**src/rtl/qdb_pkg.sv**
```systemverilog
package qdb_pkg;
    localparam int IRQ_W     = 5;
    localparam int IDX_MBOX  = 0;
    localparam int IDX_DOVF  = 1;
    localparam int IDX_RDERR = 2;
    localparam int IDX_WRERR = 3;
    localparam int IDX_SWERR = 4;

    typedef enum logic [1:0] {
        ST_IDLE    = 2'd0,
        ST_ACTIVE  = 2'd1,
        ST_FAULTED = 2'd2
    } qstate_e;
endpackage

```
**src/rtl/qdb_dbell_counter.sv**
```systemverilog
module qdb_dbell_counter #(
    parameter int CNT_W      = 20,
    parameter int INST_WORDS = 8
) (
    input  logic             clk,
    input  logic             rst_n,
    input  logic             add_wr,
    input  logic [CNT_W-1:0] add_words,
    input  logic             consume,
    output logic [CNT_W-1:0] count,
    output logic             ovf_ev,
    output logic             misalign_ev
);
    localparam int ALIGN_BITS = $clog2(INST_WORDS);

    logic [CNT_W-1:0] add_aligned;
    logic [CNT_W:0]   sum;
    logic             take;
    logic [CNT_W-1:0] sub_words;
    logic [CNT_W-1:0] count_nx;

    always_comb begin
        add_aligned = add_wr ? {add_words[CNT_W-1:ALIGN_BITS], {ALIGN_BITS{1'b0}}} : '0;
        sum         = {1'b0, count} + {1'b0, add_aligned};
        take        = consume && (|count[CNT_W-1:ALIGN_BITS]);
        sub_words   = take ? CNT_W'(INST_WORDS) : '0;
        count_nx    = sum[CNT_W-1:0] - sub_words;
        ovf_ev      = sum[CNT_W];
        misalign_ev = add_wr && (|add_words[ALIGN_BITS-1:0]);
    end

    always_ff @(posedge clk) begin
        if (!rst_n) count <= '0;
        else        count <= count_nx;
    end

    // with no add and no consume the count holds
    assert_idle_hold_R2: assert property (@(posedge clk) disable iff (!rst_n)
        (!add_wr && !consume) |=> $stable(count));

    // consume on fewer than one instruction of words is ignored
    assert_no_underflow_R3: assert property (@(posedge clk) disable iff (!rst_n)
        (consume && !add_wr && (count < CNT_W'(INST_WORDS))) |=> $stable(count));

    // a lone consume with enough words removes exactly one instruction
    assert_consume_step_R3: assert property (@(posedge clk) disable iff (!rst_n)
        (consume && !add_wr && (count >= CNT_W'(INST_WORDS)))
        |=> (count == $past(count) - CNT_W'(INST_WORDS)));
endmodule

```
**src/rtl/qdb_irq_regs.sv**
```systemverilog
module qdb_irq_regs
    import qdb_pkg::*;
(
    input  logic             clk,
    input  logic             rst_n,
    input  logic             mbox_ev,
    input  logic             ovf_ev,
    input  logic             rd_err_ev,
    input  logic             wr_err_ev,
    input  logic             sw_err_ev,
    input  logic             misalign_ev,
    input  logic             int_w1c_wr,
    input  logic             int_w1s_wr,
    input  logic [IRQ_W-1:0] int_wdata,
    input  logic             ena_w1s_wr,
    input  logic             ena_w1c_wr,
    input  logic [IRQ_W-1:0] ena_wdata,
    output logic [IRQ_W-1:0] status,
    output logic [IRQ_W-1:0] enables,
    output logic             irq,
    output logic             err_set
);
    logic [IRQ_W-1:0] hw_set;
    logic [IRQ_W-1:0] set_vec;
    logic [IRQ_W-1:0] st_clr;
    logic [IRQ_W-1:0] en_set;
    logic [IRQ_W-1:0] en_clr;

    always_comb begin
        hw_set            = '0;
        hw_set[IDX_MBOX]  = mbox_ev;
        hw_set[IDX_DOVF]  = ovf_ev;
        hw_set[IDX_RDERR] = rd_err_ev;
        hw_set[IDX_WRERR] = wr_err_ev;
        hw_set[IDX_SWERR] = sw_err_ev || misalign_ev;
        set_vec = hw_set | (int_w1s_wr ? int_wdata : '0);
        st_clr  = int_w1c_wr ? int_wdata : '0;
        en_set  = ena_w1s_wr ? ena_wdata : '0;
        en_clr  = ena_w1c_wr ? ena_wdata : '0;
        err_set = set_vec[IDX_DOVF] || set_vec[IDX_RDERR] || set_vec[IDX_WRERR];
        irq     = |(status & enables);
    end

    for (genvar i = 0; i < IRQ_W; i++) begin : g_bit
        always_ff @(posedge clk) begin
            if (!rst_n) begin
                status[i]  <= 1'b0;
                enables[i] <= 1'b0;
            end else begin
                status[i]  <= (status[i] & ~st_clr[i]) | set_vec[i];
                enables[i] <= (enables[i] & ~en_clr[i]) | en_set[i];
            end
        end
    end

    // an overflowing add raises the overflow bit
    assert_ovf_sets_R4: assert property (@(posedge clk) disable iff (!rst_n)
        ovf_ev |=> status[IDX_DOVF]);

    // a mailbox write raises bit 0
    assert_mbox_sets_R6: assert property (@(posedge clk) disable iff (!rst_n)
        mbox_ev |=> status[IDX_MBOX]);

    // a clear with no competing set drops the mailbox bit
    assert_w1c_clears_R7: assert property (@(posedge clk) disable iff (!rst_n)
        (int_w1c_wr && int_wdata[IDX_MBOX] && !mbox_ev && !int_w1s_wr)
        |=> !status[IDX_MBOX]);

    // every enable written with 1 is set afterwards
    assert_en_set_R9: assert property (@(posedge clk) disable iff (!rst_n)
        ena_w1s_wr |=> ((enables & $past(ena_wdata)) == $past(ena_wdata)));
endmodule

```
**src/rtl/qdb_queue_fsm.sv**
```systemverilog
module qdb_queue_fsm
    import qdb_pkg::*;
(
    input  logic clk,
    input  logic rst_n,
    input  logic qen_wr,
    input  logic qen_wdata,
    input  logic err_set,
    input  logic cont_on_err,
    output logic queue_en
);
    qstate_e state, state_nx;
    logic    fault;
    logic    sw_on;
    logic    sw_off;

    always_comb begin
        fault    = err_set && !cont_on_err;
        sw_on    = qen_wr && qen_wdata;
        sw_off   = qen_wr && !qen_wdata;
        state_nx = state;
        unique case (state)
            ST_IDLE: begin
                if (sw_on) state_nx = fault ? ST_FAULTED : ST_ACTIVE;   // T_START
            end
            ST_ACTIVE: begin
                if (fault)       state_nx = ST_FAULTED;                 // T_FAULT
                else if (sw_off) state_nx = ST_IDLE;                    // T_STOP
            end
            ST_FAULTED: begin
                if (sw_off)                state_nx = ST_IDLE;          // T_CLEAR
                else if (sw_on && !fault)  state_nx = ST_ACTIVE;        // T_RESUME
            end
            default: state_nx = ST_IDLE;
        endcase
    end

    always_ff @(posedge clk) begin
        if (!rst_n) state <= ST_IDLE;
        else        state <= state_nx;
    end

    always_comb begin
        queue_en = (state == ST_ACTIVE);
    end

    // a fault with continue-on-error low stops the queue
    assert_fault_stops_R12: assert property (@(posedge clk) disable iff (!rst_n)
        (err_set && !cont_on_err) |=> !queue_en);

    // continue-on-error keeps the queue enable where software left it
    assert_cont_keeps_R13: assert property (@(posedge clk) disable iff (!rst_n)
        (cont_on_err && !qen_wr) |=> $stable(queue_en));

    // a software write of 1 without a fault starts the queue
    assert_sw_start_R11: assert property (@(posedge clk) disable iff (!rst_n)
        (qen_wr && qen_wdata && !(err_set && !cont_on_err)) |=> queue_en);
endmodule

```
**src/rtl/qdb_irq_ctrl.sv**
```systemverilog
module qdb_irq_ctrl
    import qdb_pkg::*;
#(
    parameter int CNT_W      = 20,
    parameter int INST_WORDS = 8
) (
    input  logic             clk,
    input  logic             rst_n,
    input  logic             dbell_wr,
    input  logic [CNT_W-1:0] dbell_wdata,
    input  logic             consume,
    input  logic             int_w1c_wr,
    input  logic             int_w1s_wr,
    input  logic [IRQ_W-1:0] int_wdata,
    input  logic             ena_w1s_wr,
    input  logic             ena_w1c_wr,
    input  logic [IRQ_W-1:0] ena_wdata,
    input  logic             qen_wr,
    input  logic             qen_wdata,
    input  logic             cont_on_err,
    input  logic             mbox_wr,
    input  logic             ev_rd_err,
    input  logic             ev_wr_err,
    input  logic             ev_sw_err,
    output logic [CNT_W-1:0] dbell_count,
    output logic [IRQ_W-1:0] int_status,
    output logic [IRQ_W-1:0] int_enables,
    output logic             irq,
    output logic             queue_en
);
    logic ovf_ev;
    logic misalign_ev;
    logic err_set;

    qdb_dbell_counter #(
        .CNT_W      (CNT_W),
        .INST_WORDS (INST_WORDS)
    ) u_counter (
        .clk         (clk),
        .rst_n       (rst_n),
        .add_wr      (dbell_wr),
        .add_words   (dbell_wdata),
        .consume     (consume),
        .count       (dbell_count),
        .ovf_ev      (ovf_ev),
        .misalign_ev (misalign_ev)
    );

    qdb_irq_regs u_regs (
        .clk         (clk),
        .rst_n       (rst_n),
        .mbox_ev     (mbox_wr),
        .ovf_ev      (ovf_ev),
        .rd_err_ev   (ev_rd_err),
        .wr_err_ev   (ev_wr_err),
        .sw_err_ev   (ev_sw_err),
        .misalign_ev (misalign_ev),
        .int_w1c_wr  (int_w1c_wr),
        .int_w1s_wr  (int_w1s_wr),
        .int_wdata   (int_wdata),
        .ena_w1s_wr  (ena_w1s_wr),
        .ena_w1c_wr  (ena_w1c_wr),
        .ena_wdata   (ena_wdata),
        .status      (int_status),
        .enables     (int_enables),
        .irq         (irq),
        .err_set     (err_set)
    );

    qdb_queue_fsm u_fsm (
        .clk         (clk),
        .rst_n       (rst_n),
        .qen_wr      (qen_wr),
        .qen_wdata   (qen_wdata),
        .err_set     (err_set),
        .cont_on_err (cont_on_err),
        .queue_en    (queue_en)
    );

    // a misaligned doorbell value raises the software error bit
    assert_misalign_flags_R5: assert property (@(posedge clk) disable iff (!rst_n)
        (dbell_wr && (dbell_wdata[2:0] != 3'b000)) |=> int_status[IDX_SWERR]);
endmodule

```
**config.mk**
```make
export PLATFORM = sky130hd
export DESIGN_NAME = qdb_irq_ctrl
export DESIGN_NICKNAME = d
export VERILOG_FILES = /design/src/rtl/qdb_pkg.sv /design/src/rtl/qdb_dbell_counter.sv /design/src/rtl/qdb_irq_regs.sv /design/src/rtl/qdb_queue_fsm.sv /design/src/rtl/qdb_irq_ctrl.sv
export SDC_FILE = /design/constraint.sdc
export NUM_CORES = 1
export LEC_CHECK = 0
export ABC_AREA = 1
export BUFFER_PORTS_ARGS = -buffer_cell sky130_fd_sc_hd__buf_2
export CORE_MARGIN = 3
export CORE_UTILIZATION = 48
export DETAILED_ROUTE_END_ITERATION = 12
export PLACE_DENSITY = 0.77
export SLEW_MARGIN = 20
export SYNTH_ARGS = -nofsm -noshare
export SYNTH_HDL_FRONTEND = slang
export SYNTH_HIERARCHICAL = 1
export SYNTH_SLANG_ARGS = --single-unit
```
**constraint.sdc**
```tcl
create_clock -name clk -period 2.8 [get_ports clk]
set_clock_uncertainty 0.05 [all_clocks]
set_input_delay 0.42 -clock clk [delete_from_list [all_inputs] [get_ports clk]]
set_output_delay 0.42 -clock clk [all_outputs]
set_load 0.02 [all_outputs]
```
==> flow_summary_export.csv, run 1 <==
group,metric,value,unit
drt,vias,3263,
sta,tns,0,ns
synth,ys.flop_type,"dfxtp_1",
sta,maxSlewViolCount,0,
hold_path,hold_end,"u_regs/enables[0]",
synth,synthDistinctLibCells,34,
global_routing,grt_pass1_wl,12900,um
critical_path,r2r-end,"u_counter/count[19]",
layout,drive_gt1_frac,0.247,
synth,ys_ff_latch,29,
clocking,cts_tree,"yes",
synth,synth_top_area_frac,0.227,
floorplan,die_height,81.6,um
layout,fin_util,0.659,
placement,io_buffers,73,
global_routing,antenna_found_initial,0,
layout,finalNonFillerCells,640,
sta,hold_violations,0,
layout,antenna_cells,0,
clocking,numCtsBuffers,5,
placement,dp.cells,632,
sta,period_minus_slack,2.60,ns
floorplan,die_area,6650,um2
global_routing,track_usage,0.247,
clocking,clock-sinks,29,
critical_path,critPathRequiredTime,2.93,ns
global_routing,grtUsageMet2,0.431,
synth,ys_warn_count,6,
synth,synth.area.top_cells,"nand2_1, dfxtp_1, inv_1",
synth,ys_async_sr_fraction,0,
synth,synth_edf_count,0,
power,p_per_area,651,nW/um2
synth,ys_top_cells_by_count,"nand2_1, inv_1, a21oi_1, nand3_1, nor2_1",
floorplan,io_pins,77,
clocking,clkTransAtPathRegs,0.06,ns
critical_path,reg2regPathDepth,15,
critical_path,path_max_fanout,12,
clocking,clock_latency,0.29,ns
placement,place_congestion,1.01,
floorplan,start_util,0.517,
synth,synth_area_leader_cell,"nand2_1",
floorplan,num_rows,26,
global_routing,globalRouteOverflowTotal,0,
drt,ant_nets,0,
placement,pre_cts_ws,-0.0726,ns
clocking,cts-root-buf,"clkbuf_8",
critical_path,crit_start,"dbell_wr",
critical_path,rrSetupSlack,0.21,ns
sta,finalSetupViolations,0,
drt,wirelength,7790,um
clocking,cts_hold_buf,0,
synth,synth.cell_area,2740,um2
clocking,post_cts_buffers,0,
outcome,outcome,"finished clean",
drt,viasPerCell,5.10,
critical_path,criticalPathCategory,"in2reg",
synth,ys_seq_area_frac,0.212,
power,p_leak,2.11,nW
sta,period_share,0.927,
hold_path,hold_path.class,"in2reg",
layout,area_growth,27.4,%
synth,avgSynthCellArea,5.83,um2
run,maxCapViolCount,0,
floorplan,coreArea,5300,um2
floorplan,fp.dieW,81.6,um
synth,synth.most_common_cell,"nand2_1",
placement,dp_hpwl,6340,um
power,vdd_drop_max,0.000479,V
critical_path,crit_path_end_kind,"register",
critical_path,arrival,2.72,ns
synth,syn_inst,470,
clocking,cts-resized-gates,0,
drt,drc,0,
global_routing,top_usage_layer,"met2",
hold_path,hold_start,"ena_wdata[0]",
sta,fin_hold_ws,0.339,ns
sta,fmax,385,MHz
drt,routedWlPerCell,12.2,um
drt,drt_iter0_drc,180,
layout,final_nets,634,
hold_path,holdPathStages,3,
drt,first_pass_iters,7,
clocking,cts_buffer_depth,2,
sta,rsz0062_at_grt,"no",
sta,setup_ws,0.203,ns
clocking,htree_num_levels,2,
global_routing,global_route.usage.met3,0.0362,
critical_path,rr_startpoint,"u_counter/count[3]",
global_routing,grt_pass1_vias,3070,
global_routing,grt_max_degree,13,
global_routing,met1_usage,0.300,
critical_path,start_kind,"input port",
==> per-layer routing <==
| layer | routed length, um | share of wire |
|---|---|---|
| met1 | 3380 | 0.43 |
| met2 | 3740 | 0.48 |
| met3 | 532 | 0.068 |
| met4 | 138 | 0.018 |
| met5 | 0 | 0 |
==> flip-flops by register name, summed over array words and instances, names as in the netlist <==
register,cells
u_fsm/state,2
u_regs/status,5
u_counter/count,17
u_regs/enables,5
==> through the flow <==
stage                     total power, mW  area [um2]
after floorplan                      1.39        2750
after global placement               1.74        3350
after detailed placement             1.78        3350
after CTS                            2.24        3460
after global routing                 2.45        3490
final                                2.27        3490
==> how the worst max path moves through the flow <==
stage          slack, ns                   to
2_1_floorplan       0.05  u_counter/count[19]
3_3_place_gp        0.06  u_counter/count[19]
3_5_place_dp       -0.07       u_fsm/state[1]
4_1_cts             0.17  u_counter/count[17]
5_1_grt             0.01       u_fsm/state[1]
6_report            0.20       u_fsm/state[1]
==> cells by family after synthesis <==
kind of cell	after synthesis	synth area share
other	1	0.00137
AO/OA/AOI/OAI	49	0.0954
adder cells (fa/ha/maj)	20	0.0941
buffers and inverters	86	0.122
flip-flops	29	0.212
AND/OR/NAND/NOR	285	0.475
==> layout make-up <==
type                            instances  area (um2)
Multi-Input combinational cell        357        1860
Sequential cell                        29         581
Timing Repair Buffer                   95         543
Clock inverter                          1        30.0
Clock buffer                            7        86.3
Inverter                               81         304
Tap cell                               70        87.6
Fill cell                             485        1810
==> placed cells by master, fill, tap and decap left out, types with 15 or more instances in the layout <==
| cell | Yosys | routed |
|---|---|---|
| a21oi_1 | 38 | 37 |
| nor2_1 | 33 | 33 |
| nand2_1 | 166 | 165 |
| buf_2 | 0 | 73 |
| ha_1 | 19 | 19 |
| buf_4 | 3 | 21 |
| inv_1 | 76 | 76 |
| dfxtp_1 | 29 | 29 |
| nand3_1 | 38 | 38 |
| nand2_2 | 14 | 15 |
==> critical path, cell delays in order <==
cell and delay [ns]:
buf_2 0.13, buf_12 0.14, nand2_1 0.05, inv_1 0.04, ha_1 0.32, nand2_1 0.13, inv_1 0.04, nand2_1 0.06
nand2_1 0.07, a21oi_1 0.20, nand2_1 0.10, a21oi_1 0.14, o21bai_1 0.11, a21oi_2 0.15, nand3_1 0.12, nand2_1 0.11
nand3_1 0.11, nand2_2 0.12, nand3_2 0.06, nand2_1 0.07, nor2_1 0.04
==> where the power goes <==
part | internal (mW) | leakage (nW) | switching [mW]
clock | 0.290 | 0.0585 | 0.171
combinational | 0.467 | 1.81 | 0.768
sequential | 0.492 | 0.241 | 0.0842
No activity file was read; power rests on OpenSTA's default activity.
==> inputs of run 2 (changes only) <==
CORE_UTILIZATION = 49   (was 48)
PLACE_DENSITY = 0.78   (was 0.77)
SYNTH_HIERARCHICAL = default   (was 1)
==> run 2 against run 1 <==
Net effect: sequential share of layout area is 0.30 points higher; die area is 3.2% higher; first-iteration DRC count is 24% higher; power is 10% lower; flip-flop and latch count stayed put; clock power is 24% lower; non-clock buffer count is 18 lower; synthesized cell count is 2.1% higher; critical path type is now reg2reg; critical endpoint is now u_counter.count[11]; largest power group unchanged.
==> flow_summary_export.csv, run 2 <==
group,metric,value,unit
hold_path,hold_start,"mbox_wr",
synth,ys_async_sr_fraction,0,
layout,antenna_cells,0,
drt,drc,0,
clocking,numCtsBuffers,5,
drt,drt_iter0_drc,223,
drt,vias,3214,
critical_path,reg2regPathDepth,13,
synth,avgSynthCellArea,6.03,um2
sta,period_share,0.911,
drt,ant_nets,0,
synth,syn_inst,480,
synth,ys_ff_latch,29,
floorplan,fp.dieW,82.8,um
layout,multi_input_area,1960,um2
sta,slew_headroom,0.584,
clocking,cts-resized-gates,0,
floorplan,die_area,6860,um2
critical_path,critPathCapture,"u_counter.count[11]",
synth,synth.area.top_cells,"dfxtp_1, nand2_1, inv_1",
placement,place_area,3340,um2
sta,tightest_slew,0.620,ns
layout,stdcell_area,3430,um2
floorplan,io_pins,77,
clocking,cts_hold_buf,0,
layout,seq_area,581,um2
floorplan,coreArea,5610,um2
critical_path,path_max_fanout,4,
sta,hold_violations,0,
power,p_leak,1.99,nW
floorplan,num_rows,27,
drt,routedWlPerCell,12.4,um
outcome,outcome,"finished clean",
clocking,cts_tree,"yes",
drt,wirelength,7820,um
drt,viasPerCell,5.10,
floorplan,start_util,0.516,
critical_path,crit_start,"u_counter.count[15]",
drt,first_pass_iters,7,
synth,ys_warn_count,0,
drt,route.met2.wl,3680,um
sta,rsz0062_at_grt,"no",
critical_path,r2r-end,"u_counter.count[11]",
critical_path,rr_startpoint,"u_counter.count[15]",
clocking,cts_buffer_depth,2,
clocking,clock_latency,0.28,ns
synth,ys.flop_type,"dfxtp_1",
synth,synth_edf_count,0,
critical_path,critPathRequiredTime,2.91,ns
synth,ys_top_cells_by_count,"nand2_1, inv_1, a21oi_1",
sta,finalSetupViolations,0,
drt,wl_met3,529,um
layout,final_nets,623,
global_routing,globalRouteOverflowTotal,0,
global_routing,grt_pass1_vias,2983,
placement,dp_hpwl,6610,um
drt,maxUsedRoutingLayer,"met4",
global_routing,antenna_found_initial,0,
clocking,post_cts_buffers,0,
placement,place_congestion,0.950,
sta,fmax,392,MHz
clocking,cts-root-buf,"clkbuf_8",
global_routing,track_usage,0.231,
layout,final_cell_mix,"nand2_1, inv_1, buf_2",
synth,synth.cell_area,2890,um2
layout,largest_register_ffs,17,
synth,ys_seq_area_frac,0.201,
clocking,clock-sinks,29,
layout,drive_gt1_frac,0.258,
layout,num-fill-cells,586,
run,maxCapViolCount,0,
critical_path,start_kind,"register",
hold_path,hold_path.class,"in2reg",
floorplan,die_height,82.8,um
layout,top_register,"u_counter.count",
placement,io_buffers,73,
synth,synthDistinctLibCells,41,
sta,period_minus_slack,2.55,ns
clocking,htree_num_levels,2,
synth,synth_area_leader_cell,"dfxtp_1",
global_routing,grt_max_degree,20,
sta,maxSlewViolCount,0,
global_routing,grt_pass1_wl,13400,um
power,p_per_area,595,nW/um2
layout,final_common_cell,"nand2_1",
power,vdd_drop_max,0.000353,V
synth,synth_top_area_frac,0.201,
drt,wl_met1,3460,um
critical_path,rrSetupSlack,0.25,ns
critical_path,crit_path_end_kind,"register",
layout,reg_top3,"u_counter.count: 17 flops, u_regs.enables: 5 flops, u_regs.status: 5 flops",
critical_path,arrival,2.67,ns
sta,tns,0,ns
synth,synth.most_common_cell,"nand2_1",
layout,area_growth,18.6,%
critical_path,criticalPathCategory,"reg2reg",
clocking,clkTransAtPathRegs,0.06,ns
==> run 2: cell families after synthesis <==
family                   after synthesis  synth area share
AND/OR/NAND/NOR                      283             0.480
buffers and inverters                 93             0.125
AO/OA/AOI/OAI                         53             0.101
flip-flops                            29             0.201
adder cells (fa/ha/maj)               20            0.0891
XOR/XNOR                               1           0.00303
other                                  1           0.00130
==> run 2: layer usage <==
layer  global-route usage  up-vias
met5                    0        -
met1                0.300     1410
met2                0.399      127
met3               0.0327       16
li1                     -     1661
met4               0.0609        0
==> run 2: critical path, stage by stage (launching register included) <==
cell and delay [ns]:
dfxtp_1 0.34, nor4_1 0.49, nand4_1 0.22, o21a_1 0.22, ha_1 0.19, ha_1 0.18
inv_1 0.07, nor2_1 0.06, nand2_2 0.10, nor2_4 0.05, nand3_1 0.16, inv_1 0.08
o21ai_0 0.14, a21oi_1 0.07
==> run 2: per-stage QoR <==
stage | total power, mW | util | hold slack (ns) | std cells | setup slack [ns]
floorplan | 1.40 | - | 0.497 | 482 | 0.0342
global placement | 1.66 | 0.596 | 0.410 | 623 | 0.112
detailed placement | 1.68 | 0.596 | 0.420 | 623 | 0.0478
CTS | 2.04 | 0.612 | 0.337 | 630 | 0.288
global route | 2.21 | 0.612 | 0.358 | 630 | 0.0859
finish | 2.04 | 0.612 | 0.342 | 630 | 0.248
==> run 2: worst min path at each step <==
| stage | endpoint | slack (ns) | depth (start not counted) |
|---|---|---|---|
| floorplan | u_regs.enables[3] | 0.50 | 2 |
| global placement | u_regs.enables[0] | 0.41 | 2 |
| detailed placement | u_regs.enables[3] | 0.42 | 2 |
| CTS | u_regs.status[0] | 0.34 | 3 |
| global route | u_regs.status[0] | 0.36 | 3 |
| finish | u_regs.status[0] | 0.34 | 3 |
==> run 2: power breakdown <==
group,switching [mW],total [mW],internal [mW]
clock,0.156,0.351,0.195
sequential,0.0652,0.551,0.485
combinational,0.748,1.14,0.390
total,0.970,2.04,1.07
==> run 2: cell type report <==
class	count	area share
clock buffers	7	0.0252
repair buffers	77	0.115
multi-input cells	360	0.571
inverters	85	0.0930
well taps	72	0.0263
flip-flops and latches	29	0.169
